File: src/rtl/rc_pkg.sv
package rc_pkg;

    // residue that subrange j starts at: (j * 2^half) mod m
    function automatic int unsigned rc_sub_start(input int unsigned j,
                                                 input int unsigned half,
                                                 input int unsigned m);
        int unsigned step;
        step = (32'd1 << half) % m;
        return ((j % m) * step) % m;
    endfunction

    // residue of a low half-word value
    function automatic int unsigned rc_low_mod(input int unsigned r,
                                               input int unsigned m);
        return r % m;
    endfunction

endpackage

File: src/rtl/rc_offset_rom.sv
module rc_offset_rom #(
    parameter int HALF = 8,
    parameter int MOD  = 9,
    parameter int RW   = $clog2(MOD)
) (
    input  logic [HALF-1:0] addr,
    output logic [RW-1:0]   val
);
    import rc_pkg::*;

    localparam int DEPTH = 1 << HALF;

    logic [RW-1:0] tab [DEPTH];

    for (genvar j = 0; j < DEPTH; j++) begin : g_ent
        assign tab[j] = RW'(rc_sub_start(j, HALF, MOD));
    end

    assign val = tab[addr];


    always_comb begin
        off_range_chk: assert (!(^addr !== 1'bx) || (32'(val) < MOD));
    end
endmodule

File: src/rtl/rc_low_rom.sv
module rc_low_rom #(
    parameter int HALF = 8,
    parameter int MOD  = 9,
    parameter int RW   = $clog2(MOD)
) (
    input  logic [HALF-1:0] addr,
    output logic [RW-1:0]   val
);
    import rc_pkg::*;

    localparam int DEPTH = 1 << HALF;

    logic [RW-1:0] tab [DEPTH];

    for (genvar r = 0; r < DEPTH; r++) begin : g_ent
        assign tab[r] = RW'(rc_low_mod(r, MOD));
    end

    assign val = tab[addr];


    always_comb begin
        low_range_chk: assert (!(^addr !== 1'bx) || (32'(val) < MOD));
    end
endmodule

File: src/rtl/rc_mod_add.sv
module rc_mod_add #(
    parameter int MOD = 9,
    parameter int RW  = $clog2(MOD)
) (
    input  logic [RW-1:0] a,
    input  logic [RW-1:0] b,
    output logic [RW-1:0] sum
);
    localparam logic [RW:0] MODV = (RW+1)'(MOD);

    logic [RW:0] raw;

    always_comb begin
        raw = {1'b0, a} + {1'b0, b};
        if (raw >= MODV) begin
            sum = RW'(raw - MODV);
        end else begin
            sum = raw[RW-1:0];
        end
    end


    always_comb begin
        add_exact_chk: assert (!((^{a, b} !== 1'bx) && 32'(a) < MOD && 32'(b) < MOD)
                               || (32'(sum) == (32'(a) + 32'(b)) % MOD));
    end
endmodule

File: src/rtl/rc_residue_conv.sv
module rc_residue_conv #(
    parameter int WIDTH = 16,
    parameter int MOD   = 9,
    parameter int RW    = $clog2(MOD)
) (
    input  logic             clk,
    input  logic             rst_n,
    input  logic             in_valid,
    input  logic [WIDTH-1:0] in_data,
    output logic             out_valid,
    output logic [RW-1:0]    out_res
);
    localparam int HALF = WIDTH / 2;

    // capture stage
    logic            cap_v;
    logic [HALF-1:0] cap_hi;
    logic [HALF-1:0] cap_lo;

    // lookup stage
    logic            lut_v;
    logic [RW-1:0]   lut_off;
    logic [RW-1:0]   lut_low;

    // combinational paths between stages
    logic [RW-1:0]   off_w;
    logic [RW-1:0]   low_w;
    logic [RW-1:0]   sum_w;

    always_ff @(posedge clk or negedge rst_n) begin
        if (!rst_n) begin
            cap_v  <= 1'b0;
            cap_hi <= '0;
            cap_lo <= '0;
        end else begin
            cap_v <= in_valid;
            if (in_valid) begin
                cap_hi <= in_data[WIDTH-1 -: HALF];
                cap_lo <= in_data[HALF-1:0];
            end
        end
    end

    rc_offset_rom #(.HALF(HALF), .MOD(MOD), .RW(RW)) u_off (
        .addr (cap_hi),
        .val  (off_w)
    );

    rc_low_rom #(.HALF(HALF), .MOD(MOD), .RW(RW)) u_low (
        .addr (cap_lo),
        .val  (low_w)
    );

    always_ff @(posedge clk or negedge rst_n) begin
        if (!rst_n) begin
            lut_v   <= 1'b0;
            lut_off <= '0;
            lut_low <= '0;
        end else begin
            lut_v <= cap_v;
            if (cap_v) begin
                lut_off <= off_w;
                lut_low <= low_w;
            end
        end
    end

    rc_mod_add #(.MOD(MOD), .RW(RW)) u_add (
        .a   (lut_off),
        .b   (lut_low),
        .sum (sum_w)
    );

    // sum stage
    always_ff @(posedge clk or negedge rst_n) begin
        if (!rst_n) begin
            out_valid <= 1'b0;
            out_res   <= '0;
        end else begin
            out_valid <= lut_v;
            if (lut_v) begin
                out_res <= sum_w;
            end
        end
    end


    valid_latency_chk: assert property (@(posedge clk) disable iff (!rst_n)
        out_valid == $past(in_valid, 3));


    residue_value_chk: assert property (@(posedge clk) disable iff (!rst_n)
        out_valid |-> (64'(out_res) == 64'($past(in_data, 3)) % 64'(MOD)));


    bubble_hold_chk: assert property (@(posedge clk) disable iff (!rst_n)
        !out_valid |-> $stable(out_res));


    out_range_chk: assert property (@(posedge clk) disable iff (!rst_n)
        32'(out_res) < MOD);
endmodule

File: config.mk
export PLATFORM = sky130hd
export DESIGN_NAME = rc_residue_conv
export DESIGN_NICKNAME = d
export VERILOG_FILES = /design/src/rtl/rc_pkg.sv /design/src/rtl/rc_offset_rom.sv /design/src/rtl/rc_low_rom.sv /design/src/rtl/rc_mod_add.sv /design/src/rtl/rc_residue_conv.sv
export SDC_FILE = /design/constraint.sdc
export NUM_CORES = 1
export LEC_CHECK = 0
export BUFFER_PORTS_ARGS = -buffer_cell sky130_fd_sc_hd__buf_2
export CORE_MARGIN = 5
export CORE_UTILIZATION = 55
export DETAILED_ROUTE_END_ITERATION = 8
export PLACE_DENSITY = 0.73
export SLEW_MARGIN = 15
export SYNTH_ARGS = -nofsm -noshare
export SYNTH_HDL_FRONTEND = slang
export SYNTH_SLANG_ARGS = --single-unit
File: constraint.sdc
create_clock -name clk -period 5 [get_ports clk]
set_input_delay 1.5 -clock clk [delete_from_list [all_inputs] [get_ports clk]]
set_output_delay 1.5 -clock clk [all_outputs]
set_load 0.01 [all_outputs]
Yosys cells after proc, flatten, opt, wreduce, memory -nomap -nowiden. Memories as Yosys holds them, arrays and structs flattened. A register that Yosys moved wholly into a read port is not among the register bits. Cells that the tools add are included.

Reductions and logical operators: 2. $lt $le $gt $ge: 1. $add $sub $neg: 2. Mux-type cells: 1. Bitwise gates (word level): 2.

Operators with widths (count): $not 8->9 (2); $add 4x4->5 (1); $ge 5x4->1 const B (1); $mux 4 (1); $sub 4x4->4 const B (1); $logic_not 1->1 (2).

Memory bits (read-only): 2048. Word-level logic and storage cells: 16. Output and inout port bits: 5. Memories kept: 2. Flip-flop bits (word level): 23.

Memory list: (no name shown) (words 256, width 4, read ports 1, clocked after memory_dff 1, write ports 0, RTL line rc_offset_rom.sv:19) `assign val = tab[addr];`; (no name shown) (words 256, width 4, read ports 1, clocked after memory_dff 1, write ports 0, RTL line rc_low_rom.sv:19) `assign val = tab[addr];`.

Depth between registers and ports, before layout. Gate-level depths: netlist of run 1.

Depth after elaboration: 3. Gate-level depth with buffers: 10. Depth with buffers taken out: 9.

Modules after synthesis. A second synthesis of run 1 with hierarchy kept.

Cells, all modules: 556. Area total of the unflattened synthesis: 4379.2 um^2.

By module, submodules not included: rc_low_rom (sequential area each 0.0 um^2, area an instance 1490.2 um^2, times used 1, cells each 233); rc_offset_rom (sequential area each 0.0 um^2, area an instance 1448.9 um^2, times used 1, cells each 228); rc_residue_conv (sequential area each 775.7 um^2, area an instance 1164.9 um^2, times used 1, cells each 62); rc_mod_add (sequential area each 0.0 um^2, area an instance 275.3 um^2, times used 1, cells each 33).

Worst setup path after synthesis of run 1. Ideal clock, no wire load.

Path type: reg2reg. From: register cap_hi[1]. To: register lut_off[0]. Path slack: 2375 ps. Stages on the path, launching flop included: 10. Arrival: 2560 ps. Required time: 4935 ps. Path through: dfrtp_1 > clkbuf_1 > inv_1 > ha_1 > nor2b_1 > or2_0 > mux4_2 > or3_1 > o2111ai_1 > o221a_2.

Word-level cells in the longest chain between the ends: 1.

Ends and longest elaborated chain: from (decl) (RTL line rc_residue_conv.sv:17) `logic [HALF-1:0] cap_hi;`; from (signal assigned) (RTL line rc_residue_conv.sv:38) `cap_hi <= in_data[WIDTH-1 -: HALF];`; $not 8->9 (implied by the code) (RTL line rc_offset_rom.sv:19); to (decl) (RTL line rc_residue_conv.sv:22) `logic [RW-1:0] lut_off;`.

Every way passes these cells. A chain may end at the register's enable or synchronous reset.

Worst setup path in the final report of run 1.
From: register cap_lo[2]. To: register lut_low[1].

Word-level cells in the longest chain between the ends: 1.

Ends and longest elaborated chain: from (decl) (RTL line rc_residue_conv.sv:18) `logic [HALF-1:0] cap_lo;`; from (signal assigned) (RTL line rc_residue_conv.sv:39) `cap_lo <= in_data[HALF-1:0];`; $not 8->9 (implied by the code) (RTL line rc_low_rom.sv:19); to (decl) (RTL line rc_residue_conv.sv:23) `logic [RW-1:0] lut_low;`.

Every way passes these cells.

==> summary.md, run 1 <==
| Metric | Value |
|---|---|
| Outcome | finished clean |
| Mapped Area | 3980 sq um |
| Most frequent cells in the layout | 52 x nand2_1, 41 x o21ai_0, 40 x a21oi_1 |
| Compound-Gate Fraction of Synth Area | 30.6% |
| Global route hottest layer | met2 |
| Synth Instances | 529 |
| Hold_ws | 0.502 ns |
| Crit-path cells | clkinv_1 > ha_1 > or2_2 > mux4_2 > nor2b_1 > nor4_1 > a211oi_1 |
| Placed inst area | 4010 sq um |
| Post-Route Setup TNS | 0 ns |
| Clock Tree Buf Depth | 2 |
| Worst hold path class | reg2reg |
| Slew HR | 26.0% |
| FMAX | 308 MHz |
| Critical path peak fanout | 36 |
| Count of unique library cells instantiated by Yosys | 66 |
| Clock skew | 0.00666 ns |
| Area growth from synthesis to layout | 3.77% |
| Dpl cells | 605 |
| DRT Pass-1 Iters | 6 |
| Row count | 31 |
| Grt met1 use | 35.1% |
| Root Buffer | clkbuf_8 |
| Post-DP HPWL | 7.45 mm |
| XOR/XNOR Fraction of Synth Area | 2.86% |
| Non-Filler Instances | 613 |
| Post-Syn Area per Cell | 7.52 sq um |
| Starting Density | 55.7% |
| Most common cell after layout, fill and taps aside | nand2_1 |
| Syn nets | 569 |
| Layout cells sized above 1 | 11.9% |
| Global Route met3 Usage | 4.03% |
| PD cells | 308 nW/um^2 |
| Final hold vios | 0 |
| CTS resizes | 0 |
| Antenna fix cells | 0 |
| Post-synthesis mux area share | 10.2% |
| Die W | 95.0 microns |
| Sequential share of the synthesized area | 19.5% |
| DR iter-0 viols | 398 |
| RSZ-0062 raised after global routing | no |
| Slowest-stage cell, CP | dfrtp_1 |
| TritonCTS clock tree | done |
| Chip height | 95.0 microns |
| CTS sink cnt | 31 |
| Peak VDD IR | 0.222 mV |
| Nets | 553 |
| Final Max Tran Viols | 0 |
| CP Class | reg2reg |
| Area of the core | 7140 sq um |
| Critical path buffers and inverters | 1 |
| Pin count of the biggest net entering global routing | 56 |
| Via density | 6.61 |
| Antenna violations before repair | 0 |
| GRT Util Overall | 24.1% |
| WL per Instance | 17.2 microns |
| Fill count | 698 |
| Largest family of logic cells by synthesized area | compound AO/OA/AOI/OAI gates |
| Final period utilization | 64.8% |
| Period minus WS final | 3.24 ns |
| # Post-CTS Setup Buffers | 0 |
| Setup WS post-layout | 1.76 ns |
| Critical Path RT | 5.15 ns |
| Primary FF master, synth | dfrtp_1 |
| Hold_buf cts | 0 |
| EDFF count, synth | 0 |
| Adder-cell share of the synthesized area | 6.79% |
| CTS buffer count | 5 |
| RePlAce Congestion | 0.950 |
| Type of origin of the critical path | flip-flop |
| Grt met2 use | 36.9% |
| Leak pwr | 1.63 nW |
| Crit path capture type | flip-flop |
| Reg clk slew, reported paths | 0.07 ns |
| DR DRC count | 0 |
| Final setup vio count | 0 |
| DR vias | 4049 |
| Io pins | 24 |
| Final instance area | 4130 sq um |
| Warnings from Yosys | 0 |
| GRT overflow | 0 |
| Worst skew pair latency | 0.28 ns |
| First-pass GRT wire length | 17.5 mm |
| Max cap viols | 0 |
| Vias in the first global route | 3555 |
| WP data arrival | 3.39 ns |
| Antenna-violating nets left | 0 |
| Die footprint | 9030 sq um |
| Synth Area in Simple Gates | 22.0% |
| Aggregate routed wire length | 10.6 mm |
| Place WS | 1.85 ns |
| Synth Register Bits | 31 |
| Worst-Margin Slew | 1.11 ns |
| Count of input and output buffers | 23 |
| Largest stage delay on the critical path | 1.05 ns |
| CP top delay family | flip-flops |
| Htree depth | 2 |
| Async S/R FF share, synth | 100% |
[metrics by stage]
step | util [%] | power [mW]
finish | 57.8 | 1.27
global placement | 56.2 | 0.994
CTS | 57.8 | 1.27
floorplan | - | 0.875
global route | 57.8 | 1.38
detailed placement | 56.2 | 1.01
[report_power, final]
| group | switching (mW) | internal (mW) | total (mW) |
|---|---|---|---|
| clock | 0.0949 | 0.161 | 0.256 |
| sequential | 0.0818 | 0.296 | 0.378 |
| combinational | 0.354 | 0.285 | 0.639 |
[worst register-to-register path, cell delays in order, from the launching register on]
cell,delay (ns)
dfrtp_1,1.05
clkinv_1,0.52
ha_1,0.36
or2_2,0.28
mux4_2,0.44
nor2b_1,0.14
nor4_1,0.24
a211oi_1,0.08
[synth_stat cells, types with 3 or more instances]
cell,n,area [sq um]
nor2_1,36,135
a221oi_1,3,26.3
clkinv_1,3,11.3
dfrtp_1,31,776
o21a_1,3,22.5
clkbuf_1,19,71.3
a21o_1,5,37.5
o22ai_1,6,37.5
o211ai_1,14,105
a211o_1,3,26.3
a2111oi_0,3,26.3
nor3b_1,4,30.0
buf_1,4,15.0
mux4_2,4,90.1
or2_2,5,31.3
xnor2_1,10,87.6
nand4_1,3,18.8
mux2_2,13,146
a21oi_1,40,200
a311oi_1,5,43.8
a31oi_1,13,81.3
o21ai_0,41,205
o311ai_0,3,26.3
xor2_1,3,26.3
inv_1,19,71.3
o221ai_1,4,35.0
buf_2,24,120
nand3_1,8,40.0
o221a_2,3,33.8
nand2b_1,13,81.3
o32ai_1,5,43.8
mux2i_1,17,170
nor3_1,12,60.1
nor2b_1,19,119
o31ai_1,4,30.0
nand2_1,52,195
or3_1,6,37.5
a211oi_1,8,60.1
nand3b_1,6,45.0
ha_1,20,250
o2111ai_1,3,26.3
[routing by layer]
| metal | share of wire [%] | vias up |
|---|---|---|
| li1 | - | 1925 |
| met1 | 44 | 1893 |
| met2 | 46 | 210 |
| met3 | 8.9 | 21 |
| met4 | 1.6 | 0 |
| met5 | 0 | - |
[logic make-up (layout without fill, tap and decap cells)]
logic type	after synthesis	after routing
AOI/OAI and AO/OA	183	183
and+or+nand+nor	175	175
buffers and inverters	72	57
adders and majority gates	21	21
DFF	31	31
muxes	34	34
xor gates and xnor gates	13	13
[worst paths after layout]
path                                  from         end  slack, ns  depth (start not counted)
max in group asynchronous            rst_n   cap_hi[1]       3.26                          1
worst max register to register   cap_lo[2]  lut_low[1]       1.76                          7
worst min-delay path            out_res[1]  out_res[1]       0.50                          1
worst max-delay path             cap_lo[2]  lut_low[1]       1.76                          7
worst min register to register  out_res[1]  out_res[1]       0.50                          1
min in group asynchronous            rst_n   out_valid       1.27                          1
[final cells by class]
| type | instances | area [sq um] | share of cell area, % |
|---|---|---|---|
| tap | 99 | 124 | 3.00 |
| sequential | 31 | 776 | 18.8 |
| timing repair buffer | 27 | 145 | 3.52 |
| clock inverter | 2 | 35.0 | 0.849 |
| multi-input combinational | 426 | 2880 | 69.8 |
| inverter | 22 | 82.6 | 2.00 |
| clock buffer | 6 | 82.6 | 2.00 |
[sequential cells by signal, indices dropped and copies added (netlist names)]
| signal | count |
|---|---|
| cap_hi | 8 |
| cap_lo | 8 |
| out_res | 4 |
| out_valid | 1 |
| cap_v | 1 |
| lut_low | 4 |
| lut_off | 4 |
| lut_v | 1 |
Note: power is estimated with default switching activity, not from simulation.
==> inputs of run 2 (changes only) <==
--- a/config.mk
+++ b/config.mk
@@ -9,7 +9,7 @@
 export CORE_MARGIN = 5
 export CORE_UTILIZATION = 55
 export DETAILED_ROUTE_END_ITERATION = 8
-export PLACE_DENSITY = 0.73
+export PLACE_DENSITY = 0.76
 export SLEW_MARGIN = 15
 export SYNTH_ARGS = -nofsm -noshare
 export SYNTH_HDL_FRONTEND = slang
==> constraint.sdc (replaced) <==
create_clock -name clk -period 2.9 [get_ports clk]
set_input_delay 0.87 -clock clk [delete_from_list [all_inputs] [get_ports clk]]
set_output_delay 0.87 -clock clk [all_outputs]
set_load 0.01 [all_outputs]
==> run 2 against run 1 <==
Against the previous run: worst hold slack barely moved; power is 67% higher; routed wire length grew 3.6%; final area increased by 2.9%; utilization grew 1.7 points; register-to-register slack worse by 1.5 ns; critical path type unchanged.
==> summary.md, run 2 (synthesized netlist as in run 1, its figures left out) <==
| Metric | Value |
|---|---|
| Outcome | finished clean (unchanged) |
| Antenna-violating nets left | 0 (unchanged) |
| DR DRC count | 0 (unchanged) |
| WL per Instance | 17.3 microns (was 17.2 microns) |
| Die W | 95.0 microns (unchanged) |
| Row count | 31 (unchanged) |
| Aggregate routed wire length | 10.9 mm (was 10.6 mm) |
| Max cap viols | 0 (unchanged) |
| PD cells | 501 nW/um^2 (was 308 nW/um^2) |
| Die footprint | 9030 sq um (unchanged) |
| Peak VDD IR | 0.281 mV (was 0.222 mV) |
| Setup WS post-layout | 0.265 ns (was 1.76 ns) |
| Worst r2r src | cap_lo[1] (was cap_lo[2]) |
| Worst hold path class | reg2reg (unchanged) |
| FMAX | 380 MHz (was 308 MHz) |
| Layout cells sized above 1 | 14.8% (was 11.9%) |
| Total power | 2.13 mW (was 1.27 mW) |
| Crit path capture type | flip-flop (unchanged) |
| Final hold vios | 0 (unchanged) |
| CP Class | reg2reg (unchanged) |
| Via density | 6.39 (was 6.61) |
| Worst r2r path cells | 8 (was 7) |
| DRT Pass-1 Iters | 5 (was 6) |
| First-pass GRT wire length | 18.2 mm (was 17.5 mm) |
| Final core occ | 59.5% (was 57.8%) |
| Critical path origin | cap_lo[1] (was cap_lo[2]) |
| Count of input and output buffers | 23 (unchanged) |
| GRT Util Overall | 25.2% (was 24.1%) |
| Grt met2 use | 39.0% (was 36.9%) |
| Vias in the first global route | 3649 (was 3555) |
| Type of origin of the critical path | flip-flop (unchanged) |
| Final period utilization | 90.9% (was 64.8%) |
| Largest stage delay on the critical path | 0.55 ns (was 1.05 ns) |
| Final Max Tran Viols | 0 (unchanged) |
| Period minus WS final | 2.63 ns (was 3.24 ns) |
| Worst-Margin Slew | 0.735 ns (was 1.11 ns) |
| Critical path depth | 8 (was 7) |
| Grt met1 use | 35.6% (was 35.1%) |
| GRT overflow | 0 (unchanged) |
| Leak pwr | 1.70 nW (was 1.63 nW) |
| Io pins | 24 (unchanged) |
| Critical path buffers and inverters | 1 (unchanged) |
| Critical Path RT | 3.04 ns (was 5.15 ns) |
| Dpl cells | 623 (was 605) |
| Clock skew | 0.00706 ns (was 0.00666 ns) |
| Fill count | 672 (was 698) |
| # Post-CTS Setup Buffers | 0 (unchanged) |
| Clock Tree Buf Depth | 2 (unchanged) |
| Largest regs | cap_hi x8, cap_lo x8 (unchanged) |
| Area of the core | 7140 sq um (unchanged) |
| Post-DP HPWL | 8.10 mm (was 7.45 mm) |
| Critical path peak fanout | 12 (was 36) |
| DR vias | 4033 (was 4049) |
| Non-Filler Instances | 631 (was 613) |
| Final setup vio count | 0 (unchanged) |
| Post-Route Setup TNS | 0 ns (unchanged) |
| CP top delay family | flip-flops (unchanged) |
| Chip height | 95.0 microns (unchanged) |
| Nets | 571 (was 553) |
| Global Route met3 Usage | 5.13% (was 4.03%) |
| Reg clk slew, reported paths | 0.07 ns (about the same) |
| CTS sink cnt | 31 (unchanged) |
| TritonCTS clock tree | done (unchanged) |
| HP Start | out_res[0] (was out_res[1]) |
| Slowest-stage cell, CP | dfrtp_1 (unchanged) |
| DR iter-0 viols | 508 (was 398) |
| CTS resizes | 0 (unchanged) |
| Slew HR | 51.0% (was 26.0%) |
| Root Buffer | clkbuf_8 (unchanged) |
| Worst hold path depth | 1 (unchanged) |
| Antenna fix cells | 0 (unchanged) |
| Place WS | 0.319 ns (was 1.85 ns) |
| Hold_buf cts | 0 (unchanged) |
| Global route hottest layer | met2 (unchanged) |
| Antenna violations before repair | 0 (unchanged) |
| Htree depth | 2 (unchanged) |
| WP data arrival | 2.78 ns (was 3.39 ns) |
| Most frequent cells in the layout | 52 x nand2_1, 41 x o21ai_0, 40 x a21oi_1 (unchanged) |
| Crit-path cells | inv_1 > ha_1 > nor2_1 > a21o_1 > mux4_2 > nor2b_1 > nor4_1 > a211oi_1 (was clkinv_1 > ha_1 > or2_2 > mux4_2 > nor2b_1 > nor4_1 > a211oi_1) |
| CTS buffer count | 5 (unchanged) |
| Worst skew pair latency | 0.28 ns (about the same) |
| Starting Density | 55.7% (unchanged) |
| Pin count of the biggest net entering global routing | 54 (was 56) |
| RePlAce Congestion | 1.03 (was 0.950) |
| RSZ-0062 raised after global routing | no (unchanged) |
| Most common cell after layout, fill and taps aside | nand2_1 (unchanged) |
| Area growth from synthesis to layout | 6.76% (was 3.77%) |
==> run 2: cell count changes in the layout (fill, tap and decap cells not counted), sizes merged <==
cell,before,now
bufinv,1,0
clkinvlp,0,2
clkbuf,6,5
buf,27,45
==> run 2: worst register-to-register path, cell delays in order (launching register included) <==
cell      delay, ns
dfrtp_1        0.55
inv_1          0.23
ha_1           0.47
nor2_1         0.12
a21o_1         0.21
mux4_2         0.46
nor2b_1        0.14
nor4_1         0.23
a211oi_1       0.09
==> run 2: routing by layer <==
layer | vias to the layer above | wire [microns]
li1 | 1959 | -
met1 | 1861 | 4870
met2 | 194 | 4920
met3 | 19 | 953
met4 | 0 | 194
met5 | - | 0
==> run 2: final cells by class <==
cell class | count | area, sq um | share of cell area, %
Tap cell | 99 | 124 | 2.92
Clock inverter | 3 | 20.0 | 0.471
Timing Repair Buffer | 45 | 293 | 6.89
Sequential cell | 31 | 776 | 18.3
Inverter | 22 | 82.6 | 1.94
Multi-Input combinational cell | 426 | 2880 | 67.9
Clock buffer | 5 | 68.8 | 1.62
==> run 2: final timing paths <==
| path | endpoint | slack, ns |
|---|---|---|
| worst max-delay path | lut_low[1] | 0.27 |
| min in group asynchronous | out_res[2] | 0.64 |
| worst min register to register | out_res[0] | 0.50 |
| worst min-delay path | out_res[0] | 0.50 |
| worst max register to register | lut_low[1] | 0.27 |
| max in group asynchronous | cap_lo[5] | 1.78 |
==> run 2: stage by stage <==
step | instance area (sq um) | hold WS (ns)
CTS | 4250 | 0.510
detailed placement | 4160 | 0.492
global placement | 4160 | 0.490
finish | 4250 | 0.502
global route | 4250 | 0.527
floorplan | 3980 | 0.449
==> run 2: power breakdown <==
group          total, mW  switching [mW]  internal (mW)
Sequential         0.607          0.0955          0.511
Combinational       1.19           0.666          0.523
Clock              0.334           0.167          0.167
